<file path="config.mk">
export PLATFORM = sky130hd
export DESIGN_NAME = txc_wb_seq
export DESIGN_NICKNAME = d
export VERILOG_FILES = /design/src/rtl/txc_pkg.sv /design/src/rtl/txc_fifo.sv /design/src/rtl/txc_head_ctr.sv /design/src/rtl/txc_ctrl.sv /design/src/rtl/txc_wb_seq.sv
export SDC_FILE = /design/constraint.sdc
export NUM_CORES = 1
export LEC_CHECK = 0
export CAP_MARGIN = 20
export CORE_MARGIN = 3
export CORE_UTILIZATION = 56
export DETAILED_ROUTE_END_ITERATION = 8
export PLACE_DENSITY = 0.79
export SYNTH_ARGS = -nofsm -noshare
export SYNTH_HDL_FRONTEND = slang
export SYNTH_HIERARCHICAL = 1
export SYNTH_SLANG_ARGS = --single-unit
</file>
<file path="constraint.sdc">
create_clock -name clk -period 4.5 [get_ports clk]
set_input_delay 0.9 -clock clk [delete_from_list [all_inputs] [get_ports clk]]
set_output_delay 0.9 -clock clk [all_outputs]
set_load 0.01 [all_outputs]
</file>
<file path="src/rtl/txc_pkg.sv">
package txc_pkg;
    // command byte bit positions decoded by the sequencer
    localparam int CMD_EOP = 0;
    localparam int CMD_RS  = 3;
    localparam int CMD_RPS = 4;

    // status nibble bit positions
    localparam int STS_DD = 0;
    localparam int STS_EC = 1;
    localparam int STS_LC = 2;
    localparam int STS_W  = 4;

    typedef enum logic [0:0] {
        SEQ_FLOW = 1'b0,
        SEQ_HOLD = 1'b1
    } seq_state_e;

    typedef struct packed {
        logic rps;
        logic rs;
        logic eop;
    } cmd_flags_t;
endpackage

</file>
<file path="src/rtl/txc_fifo.sv">
module txc_fifo #(
    parameter int DEPTH = 4,
    parameter int W     = 8,
    localparam int PTR_W = (DEPTH > 1) ? $clog2(DEPTH) : 1,
    localparam int LVL_W = $clog2(DEPTH + 1)
) (
    input  logic             clk,
    input  logic             rst_n,
    input  logic             push,
    input  logic [W-1:0]     wdata,
    input  logic             pop,
    output logic [W-1:0]     rdata,
    output logic             empty,
    output logic             full,
    output logic [LVL_W-1:0] level
);
    logic [W-1:0]     mem [DEPTH];
    logic [PTR_W-1:0] wr_ptr;
    logic [PTR_W-1:0] rd_ptr;
    logic [LVL_W-1:0] cnt;

    function automatic logic [PTR_W-1:0] bump(input logic [PTR_W-1:0] p);
        return (p == PTR_W'(DEPTH - 1)) ? '0 : p + 1'b1;
    endfunction

    always_ff @(posedge clk) begin
        if (!rst_n) begin
            wr_ptr <= '0;
            rd_ptr <= '0;
            cnt    <= '0;
        end else begin
            if (push) begin
                wr_ptr <= bump(wr_ptr);
            end
            if (pop) begin
                rd_ptr <= bump(rd_ptr);
            end
            unique case ({push, pop})
                2'b10:   cnt <= cnt + 1'b1;
                2'b01:   cnt <= cnt - 1'b1;
                default: cnt <= cnt;
            endcase
        end
    end

    always_ff @(posedge clk) begin
        if (push) begin
            mem[wr_ptr] <= wdata;
        end
    end

    assign rdata = mem[rd_ptr];
    assign empty = (cnt == '0);
    assign full  = (cnt == LVL_W'(DEPTH));
    assign level = cnt;
endmodule

</file>
<file path="src/rtl/txc_head_ctr.sv">
module txc_head_ctr #(
    parameter int RING_SIZE = 8,
    localparam int IDX_W = (RING_SIZE > 1) ? $clog2(RING_SIZE) : 1
) (
    input  logic             clk,
    input  logic             rst_n,
    input  logic             advance,
    output logic [IDX_W-1:0] head
);
    always_ff @(posedge clk) begin
        if (!rst_n) begin
            head <= '0;
        end else if (advance) begin
            head <= (head == IDX_W'(RING_SIZE - 1)) ? '0 : head + 1'b1;
        end
    end
endmodule

</file>
<file path="src/rtl/txc_ctrl.sv">
module txc_ctrl
    import txc_pkg::*;
#(
    parameter int IDX_W = 3
) (
    input  logic              clk,
    input  logic              rst_n,
    input  logic              head_vld,
    input  cmd_flags_t        head_flags,
    input  logic [IDX_W-1:0]  head_idx,
    input  logic              mac_sent,
    input  logic              mac_fail_ec,
    input  logic              mac_fail_lc,
    output logic              pop,
    output seq_state_e        state,
    output logic              wb_valid,
    output logic [IDX_W-1:0]  wb_idx,
    output logic [STS_W-1:0]  wb_status
);
    seq_state_e       nxt;
    logic             wb_nxt;
    logic [STS_W-1:0] sts_nxt;
    logic             mac_any;

    assign mac_any = mac_sent | mac_fail_ec | mac_fail_lc;

    // next-state and retire decision
    always_comb begin
        nxt     = state;
        pop     = 1'b0;
        wb_nxt  = 1'b0;
        sts_nxt = '0;
        unique case (state)
            SEQ_FLOW: begin
                if (head_vld) begin
                    if (head_flags.rps && head_flags.eop) begin
                        nxt = SEQ_HOLD;
                    end else begin
                        pop             = 1'b1;
                        wb_nxt          = head_flags.rs | head_flags.rps;
                        sts_nxt[STS_DD] = 1'b1;
                    end
                end
            end
            SEQ_HOLD: begin
                if (mac_any) begin
                    pop             = 1'b1;
                    wb_nxt          = 1'b1;
                    sts_nxt[STS_DD] = 1'b1;
                    sts_nxt[STS_EC] = mac_fail_ec;
                    sts_nxt[STS_LC] = mac_fail_lc;
                    nxt             = SEQ_FLOW;
                end
            end
            default: nxt = SEQ_FLOW;
        endcase
    end

    // state register
    always_ff @(posedge clk) begin
        if (!rst_n) begin
            state <= SEQ_FLOW;
        end else begin
            state <= nxt;
        end
    end

    // registered write-back outputs
    always_ff @(posedge clk) begin
        if (!rst_n) begin
            wb_valid  <= 1'b0;
            wb_idx    <= '0;
            wb_status <= '0;
        end else begin
            wb_valid  <= wb_nxt;
            wb_status <= wb_nxt ? sts_nxt : '0;
            if (wb_nxt) begin
                wb_idx <= head_idx;
            end
        end
    end
endmodule

</file>
<file path="src/rtl/txc_wb_seq.sv">
module txc_wb_seq
    import txc_pkg::*;
#(
    parameter int RING_SIZE = 8,
    parameter int DEPTH     = 4,
    localparam int IDX_W = (RING_SIZE > 1) ? $clog2(RING_SIZE) : 1,
    localparam int ENT_W = 3 + IDX_W,
    localparam int LVL_W = $clog2(DEPTH + 1)
) (
    input  logic             clk,
    input  logic             rst_n,
    input  logic             ent_valid,
    output logic             ent_ready,
    input  logic [7:0]       ent_cmd,
    input  logic [IDX_W-1:0] ent_idx,
    input  logic             mac_sent,
    input  logic             mac_fail_ec,
    input  logic             mac_fail_lc,
    output logic             wb_valid,
    output logic [IDX_W-1:0] wb_idx,
    output logic [3:0]       wb_status,
    output logic [IDX_W-1:0] head_ptr
);
    cmd_flags_t       in_flags;
    cmd_flags_t       hd_flags;
    logic [ENT_W-1:0] q_wdata;
    logic [ENT_W-1:0] q_rdata;
    logic             q_empty;
    logic             q_full;
    logic [LVL_W-1:0] q_level;
    logic             q_push;
    logic             q_pop;
    seq_state_e       seq_state;
    logic             in_hold;
    logic             unused_cmd_bits;

    assign unused_cmd_bits = ^{ent_cmd[7:5], ent_cmd[2:1]};

    assign in_flags.rps = ent_cmd[CMD_RPS];
    assign in_flags.rs  = ent_cmd[CMD_RS];
    assign in_flags.eop = ent_cmd[CMD_EOP];
    assign q_wdata      = {in_flags, ent_idx};
    assign ent_ready    = !q_full;
    assign q_push       = ent_valid && ent_ready;
    assign hd_flags     = q_rdata[ENT_W-1 -: 3];
    assign in_hold      = (seq_state == SEQ_HOLD);

    txc_fifo #(.DEPTH(DEPTH), .W(ENT_W)) u_queue (
        .clk   (clk),
        .rst_n (rst_n),
        .push  (q_push),
        .wdata (q_wdata),
        .pop   (q_pop),
        .rdata (q_rdata),
        .empty (q_empty),
        .full  (q_full),
        .level (q_level)
    );

    txc_ctrl #(.IDX_W(IDX_W)) u_ctrl (
        .clk         (clk),
        .rst_n       (rst_n),
        .head_vld    (!q_empty),
        .head_flags  (hd_flags),
        .head_idx    (q_rdata[IDX_W-1:0]),
        .mac_sent    (mac_sent),
        .mac_fail_ec (mac_fail_ec),
        .mac_fail_lc (mac_fail_lc),
        .pop         (q_pop),
        .state       (seq_state),
        .wb_valid    (wb_valid),
        .wb_idx      (wb_idx),
        .wb_status   (wb_status)
    );

    txc_head_ctr #(.RING_SIZE(RING_SIZE)) u_head (
        .clk     (clk),
        .rst_n   (rst_n),
        .advance (q_pop),
        .head    (head_ptr)
    );
endmodule

</file>
==> impl_metrics.py, run 1 <==
metrics = {
    "timing": {
        "worst_slack_ps": 1500,
        "fin_worst_skew_ps": 5.34,
        "slew_viol_final": 0,
        "min_period_over_period_pct": 66.7,
        "tightest_slew_ps": 612,
        "slew-limit-headroom_pct": 59.1,
        "rsz0062_at_grt": "false",
        "finalHoldViolCount": 0,
        "fin_crit_ps": 3000,
        "max_freq_mhz": 333,
        "fin_setup_tns_ps": 0,
        "finalSetupViolations": 0,
    },
    "hold_path": {
        "min_from": "u_ctrl/wb_idx[0]$_SDFFE_PN0N_",
        "hold_path_end": "u_ctrl/wb_idx[0]$_SDFFE_PN0N_",
        "worst_hold_path.num_cells": 2,
        "holdCritPathClass": "reg -> reg",
    },
    "floorplan": {
        "die_y_um": 62.9,
        "start_util_pct": 58.9,
        "core_sq_um": 3080,
        "die_width_um": 62.9,
        "io_pins": 29,
        "die-area_sq_um": 3960,
        "rows": 20,
    },
    "global_route": {
        "grt_pass1_wl_mm": 5.05,
        "grt_overflow": 0,
        "grt_max_degree": 22,
        "grt_pass1_vias": 1090,
        "antenna_found_initial": 0,
        "grtUsageTotal_pct": 17.2,
    },
    "layout": {
        "synthToLayoutAreaGrowth_pct": 18.6,
        "layout-drive-gt1-share_pct": 10.5,
        "design.final.nets": 178,
        "regArea_sq_um": 1120,
        "multiInputGateArea_sq_um": 641,
        "final_cells": 197,
        "diodes": 0,
        "num-fill-cells": 235,
    },
    "place": {
        "finalWeightedCongestion": 0.654,
        "dp_slack_ps": 1230,
        "portBuffers": 22,
        "hpwl_mm": 2.17,
        "dp.cells": 189,
    },
    "yosys": {
        "synth-main-ff-cell": "edfxtp_1",
        "synth_edf_count": 24,
        "synthArstFlopShare_pct": 0,
        "synthTopCellsByCount": "24 x edfxtp_1, 20 x dfxtp_1, 12 x nor2b_1",
        "synth.avg_cell_area_sq_um": 14.4,
        "netlist_instances": 126,
        "synth_top_area_share_pct": 39.7,
        "yosys_warnings": 6,
        "synth_top_cell_by_area": "edfxtp_1",
        "synth_seq_area_share_pct": 61.8,
        "yosysUniqueCellTypes": 31,
        "ys_ff_latch": 44,
        "synth_area_leaders": "edfxtp_1 40%, dfxtp_1 22%, mux4_2 7.4%, ha_1 5.5%, mux2i_1 4.4%",
        "synth_area_sq_um": 1810,
        "syn_nets": 152,
        "synth.most_common_cell": "edfxtp_1",
    },
    "clocking": {
        "cts.sinks": 44,
        "postCtsSetupBuffers": 0,
        "cts.repair.resized": 0,
        "cts_tree": "built",
        "cts-root-buf": "clkbuf_4",
        "cts.clk_slew.worst_paths_ps": 120,
        "cts_hold_buf": 0,
        "clk-insertion-delay-late_ps": 350,
        "h-tree-depth": 2,
        "cts_buffer_depth": 2,
        "cts_inserted_buffers": 5,
    },
    "worst_setup_path": {
        "r2r.worst_path.cells": 9,
        "r2r_slack_ps": 1500,
        "r2r-end": "u_queue/level[2]$_SDFFE_PN0P_",
        "crit_path_end_kind": "flop",
        "cp_max_fo": 7,
        "worstPathRequired_ps": 4790,
        "worstSetupStartpointType": "flop",
        "path_class": "reg -> reg",
        "arrival_ps": 3290,
    },
    "power": {
        "irDropWorstVdd_mv": 0.342,
        "leakagePower_nw": 0.798,
        "power.density_nw_per_um2": 561,
    },
    "routing": {
        "wl_per_cell_um": 14.7,
        "routed_wl_mm": 2.90,
        "drc": 0,
        "firstDrtPassIters": 4,
        "vias": 1022,
        "ant_nets": 0,
        "drt_iter0_markers": 34,
        "vias_per_cell": 5.19,
    },
    "outcome": {
        "status": "finished, final reports clean",
    },
    "job": {
        "cap_violations": 0,
    },
}
## worst max-delay path: stages (launching register included)
cell and delay, ps:
dfxtp_1 580, mux4_2 610, nand2_1 150, a21o_1 320
ha_1 250, inv_1 60, fa_1 370, xor2_1 160
or3_1 300, a21boi_1 140
## metal layers
layer	up-vias	global-route usage (%)	share of wire, %
li1	497	-	-
met1	497	18.4	40
met2	22	30.2	53
met3	6	5.40	4.5
met4	0	8.54	2.5
met5	-	0	0
## state kept, by name, indices dropped and copies added (netlist names), named ones only
name and flops:
u_ctrl/wb_idx 3, u_queue/rd_ptr 2, u_queue/level 3, u_ctrl/state 1, u_ctrl/wb_status 3, u_head/head 3, u_queue/mem 24, u_ctrl/wb_valid 1
u_queue/wr_ptr 2
## layout make-up
class	count	share of cell area (%)
timing repair buffer	22	10.2
inverter	8	1.40
multi-input combinational	71	29.8
tap	44	2.56
clock inverter	3	2.15
sequential	44	52.1
clock buffer	5	1.75
## kinds of logic after synthesis
group / after synthesis / share of synthesized area (%)
flip-flops: 44 / 61.8
AND/OR/NAND/NOR: 36 / 11.4
multiplexers: 14 / 11.9
buffers and inverters: 11 / 2.90
adder cells (fa/ha/maj): 9 / 6.62
AO/OA/AOI/OAI: 9 / 4.21
XOR/XNOR: 2 / 0.966
other: 1 / 0.207
## worst max-delay path by stage
stage / startpoint / to / slack, ps
2_1_floorplan: flop / u_queue/level[2]$_SDFFE_PN0P_ / 1890
3_3_place_gp: mac_fail_ec / u_queue/level[2]$_SDFFE_PN0P_ / 1280
3_5_place_dp: mac_fail_ec / u_queue/level[2]$_SDFFE_PN0P_ / 1230
4_1_cts: flop / u_queue/level[2]$_SDFFE_PN0P_ / 1460
5_1_grt: flop / u_queue/level[2]$_SDFFE_PN0P_ / 1270
6_report: flop / u_queue/level[2]$_SDFFE_PN0P_ / 1500
## power by group
group	internal, W	leakage, nW	switching [W]
registers	0.000502	0.384	0.0000591
logic	0.000222	0.373	0.000177
clock network	0.000119	0.0418	0.000127
## per-stage QoR
step / utilization [%] / cell area (sq um) / hold WS [ps] / total power [W]
6_report: 69.9 / 2150 / 472 / 0.00121
3_5_place_dp: 67.2 / 2070 / 461 / 0.000977
3_3_place_gp: 67.2 / 2070 / 443 / 0.000951
2_1_floorplan: - / 1810 / 466 / 0.000852
4_1_cts: 69.9 / 2150 / 479 / 0.00122
5_1_grt: 69.9 / 2150 / 503 / 0.00130
## layout by cell type, fill, tap and decap left out
master and count:
clkdlybuf4s50_1 22, and3_1 3, o21a_1 1, a21o_1 1
mux2i_1 8, clkbuf_4 5, o21ai_0 2, a31oi_4 1
dfxtp_1 20, o31a_1 1, or3_1 1, conb_1 1
or2_1 1, inv_1 8, a21boi_1 1, nor2_1 1
fa_1 1, xor2_1 1, inv_6 1, clkinvlp_4 1
bufinv_16 1, nor3_1 2, nand2_1 8, ha_1 8
and2_1 6, mux4_2 6, edfxtp_1 24, a32oi_1 1
xnor2_1 1, nor2b_1 12, a21oi_1 1, nor3b_2 1
nor3b_1 1
Note: power is estimated with default switching activity, not from simulation.
==> run 2: changes to the inputs <==
- CORE_UTILIZATION: 56 -> 47
- PLACE_DENSITY: 0.79 -> 0.7
- clock period: 4.5 -> 2.6 ns (I/O delays scaled with it)
==> impl_metrics.py, run 2 (same netlist as run 1, synthesis figures left out) <==
metrics = {
    "outcome": {
        "status": "finished, final reports clean",
    },
    "routing": {
        "routed_wl_mm": 2.82,
        "ant_nets": 0,
        "firstDrtPassIters": 4,
        "vias": 1041,
        "wl_per_cell_um": 13.7,
        "vias_per_cell": 5.08,
        "drt_iter0_markers": 33,
        "drc": 0,
    },
    "floorplan": {
        "io_pins": 29,
        "die_y_um": 68.1,
        "die-area_sq_um": 4640,
        "rows": 21,
        "start_util_pct": 51.5,
        "core_sq_um": 3520,
        "die_width_um": 68.1,
    },
    "timing": {
        "fin_setup_tns_ps": 0,
        "tightest_slew_ps": 600,
        "max_freq_mhz": 411,
        "finalSetupViolations": 0,
        "slew-limit-headroom_pct": 59.9,
        "rsz0062_at_grt": "false",
        "worst_slack_ps": 169,
        "fin_crit_ps": 2430,
        "min_period_over_period_pct": 93.5,
        "slew_viol_final": 0,
        "fin_worst_skew_ps": 6.47,
        "finalHoldViolCount": 0,
    },
    "place": {
        "hpwl_mm": 2.08,
        "dp_slack_ps": 22.7,
        "finalWeightedCongestion": 0.730,
        "portBuffers": 22,
    },
    "clocking": {
        "h-tree-depth": 2,
        "cts_inserted_buffers": 5,
        "cts.clk_slew.worst_paths_ps": 80,
        "cts-root-buf": "clkbuf_8",
        "cts_tree": "built",
        "clk-insertion-delay-late_ps": 290,
        "cts.sinks": 44,
        "cts_hold_buf": 0,
        "cts_buffer_depth": 2,
    },
    "layout": {
        "layout_commonest_cell": "edfxtp_1",
        "diodes": 0,
        "largest_register": "u_queue/mem",
        "num-fill-cells": 287,
        "final_cell_mix": "24 x edfxtp_1, 22 x clkdlybuf4s50_1, 19 x dfxtp_1",
        "design.final.nets": 184,
        "layout-drive-gt1-share_pct": 15.7,
        "synthToLayoutAreaGrowth_pct": 23.7,
        "largest_reg_flops": 24,
    },
    "global_route": {
        "grt_pass1_vias": 1074,
        "grt_max_degree": 22,
        "grtUsageTotal_pct": 15.1,
        "grt_overflow": 0,
        "grt_pass1_wl_mm": 4.84,
        "antenna_found_initial": 0,
    },
    "worst_setup_path": {
        "r2r.worst_path.cells": 9,
        "crit_family": "adder cells",
        "path_class": "reg -> reg",
        "slowest_stage": "mux4_2",
        "cp.buffers_inverters": 1,
        "cp_max_fo": 4,
        "crit_path_end_kind": "flop",
        "worstSetupStartpointType": "flop",
        "arrival_ps": 2660,
        "critical-path-max-stage-delay_ps": 550,
        "critical_path.cell_chain": "mux4_2 > nand2_2 > a21o_4 > ha_1 > inv_1 > fa_1 > xor2_1 > or3_1 > a21boi_1",
        "r2r_slack_ps": 170,
        "worstPathRequired_ps": 2830,
        "r2r-end": "u_queue/level[2]$_SDFFE_PN0P_",
    },
    "power": {
        "swShare_pct": 28.7,
        "leakagePower_nw": 0.846,
        "irDropWorstVdd_mv": 0.498,
        "comb_power_share_pct": 35.3,
        "p_clk_share_pct": 22.1,
        "p_int_w": 0.00160,
        "p_seq_share_pct": 42.6,
        "power.density_nw_per_um2": 1000,
        "power.switching_w": 0.000646,
    },
    "hold_path": {
        "min_from": "u_ctrl/wb_idx[1]$_SDFFE_PN0N_",
        "worst_hold_path.num_cells": 2,
        "holdCritPathClass": "reg -> reg",
        "hold_path_end": "u_ctrl/wb_idx[1]$_SDFFE_PN0N_",
    },
    "job": {
        "cap_violations": 0,
    },
}
## run 2: metrics by stage
stage	hold slack [ps]	cells	instance area (sq um)	power [W]	util [%]
final	464	205	2240	0.00225	63.8
after global routing	493	205	2240	0.00240	63.8
after CTS	470	204	2230	0.00226	63.4
after detailed placement	459	196	2110	0.00176	60.1
after global placement	445	196	2110	0.00172	60.1
after floorplan	466	126	1820	0.00149	-
## run 2: worst max path at each step
stage               from                             to  depth (start not counted)  slack [ps]
global route        flop  u_queue/level[2]$_SDFFE_PN0P_                          9          30
global placement    flop  u_queue/level[2]$_SDFFE_PN0P_                          9          50
detailed placement  flop  u_queue/level[2]$_SDFFE_PN0P_                          9          20
CTS                 flop  u_queue/level[2]$_SDFFE_PN0P_                          9          60
finish              flop  u_queue/level[2]$_SDFFE_PN0P_                          9         170
floorplan           flop  u_queue/level[2]$_SDFFE_PN0P_                         10         110
## run 2: area by class of cell
cell class              instances  area [sq um]  area share (%)
clock buffers                   7           108            4.79
multi-input cells              71           651            29.0
well taps                      46          57.6            2.56
clock inverters                 1          8.76           0.390
repair buffers                 28           265            11.8
inverters                       8          30.0            1.34
flip-flops and latches         44          1120            50.1
## run 2: power groups by stage
stage                     Sequential (W)  Combinational [W]  Clock (W)
after detailed placement        0.000975           0.000783          0
final                           0.000958           0.000794   0.000496
after global routing            0.000978           0.000882   0.000541
after CTS                       0.000960           0.000789   0.000514
after global placement          0.000965           0.000755          0
after floorplan                 0.000970           0.000521          0
## run 2: timing repair
action                     CTS  global route
setup endpoints to repair    1             1
pin swaps                    0             1
gates resized for setup      1             2
hold endpoints to repair     0             0
buffers inserted             0             1
## run 2: routing by layer
metal	track usage (%)	part of all wire [%]	vias to the layer above
met2	25.9	53	27
met1	16.0	40	500
met5	0	0	-
met3	5.91	5.4	5
met4	7.44	1.7	0
li1	-	-	509
## run 2: tightest hold or removal path, cell delays in order, from the launching register on
cell     delay [ps]
dfxtp_1         320
nand2_1          50
mux2i_1          50
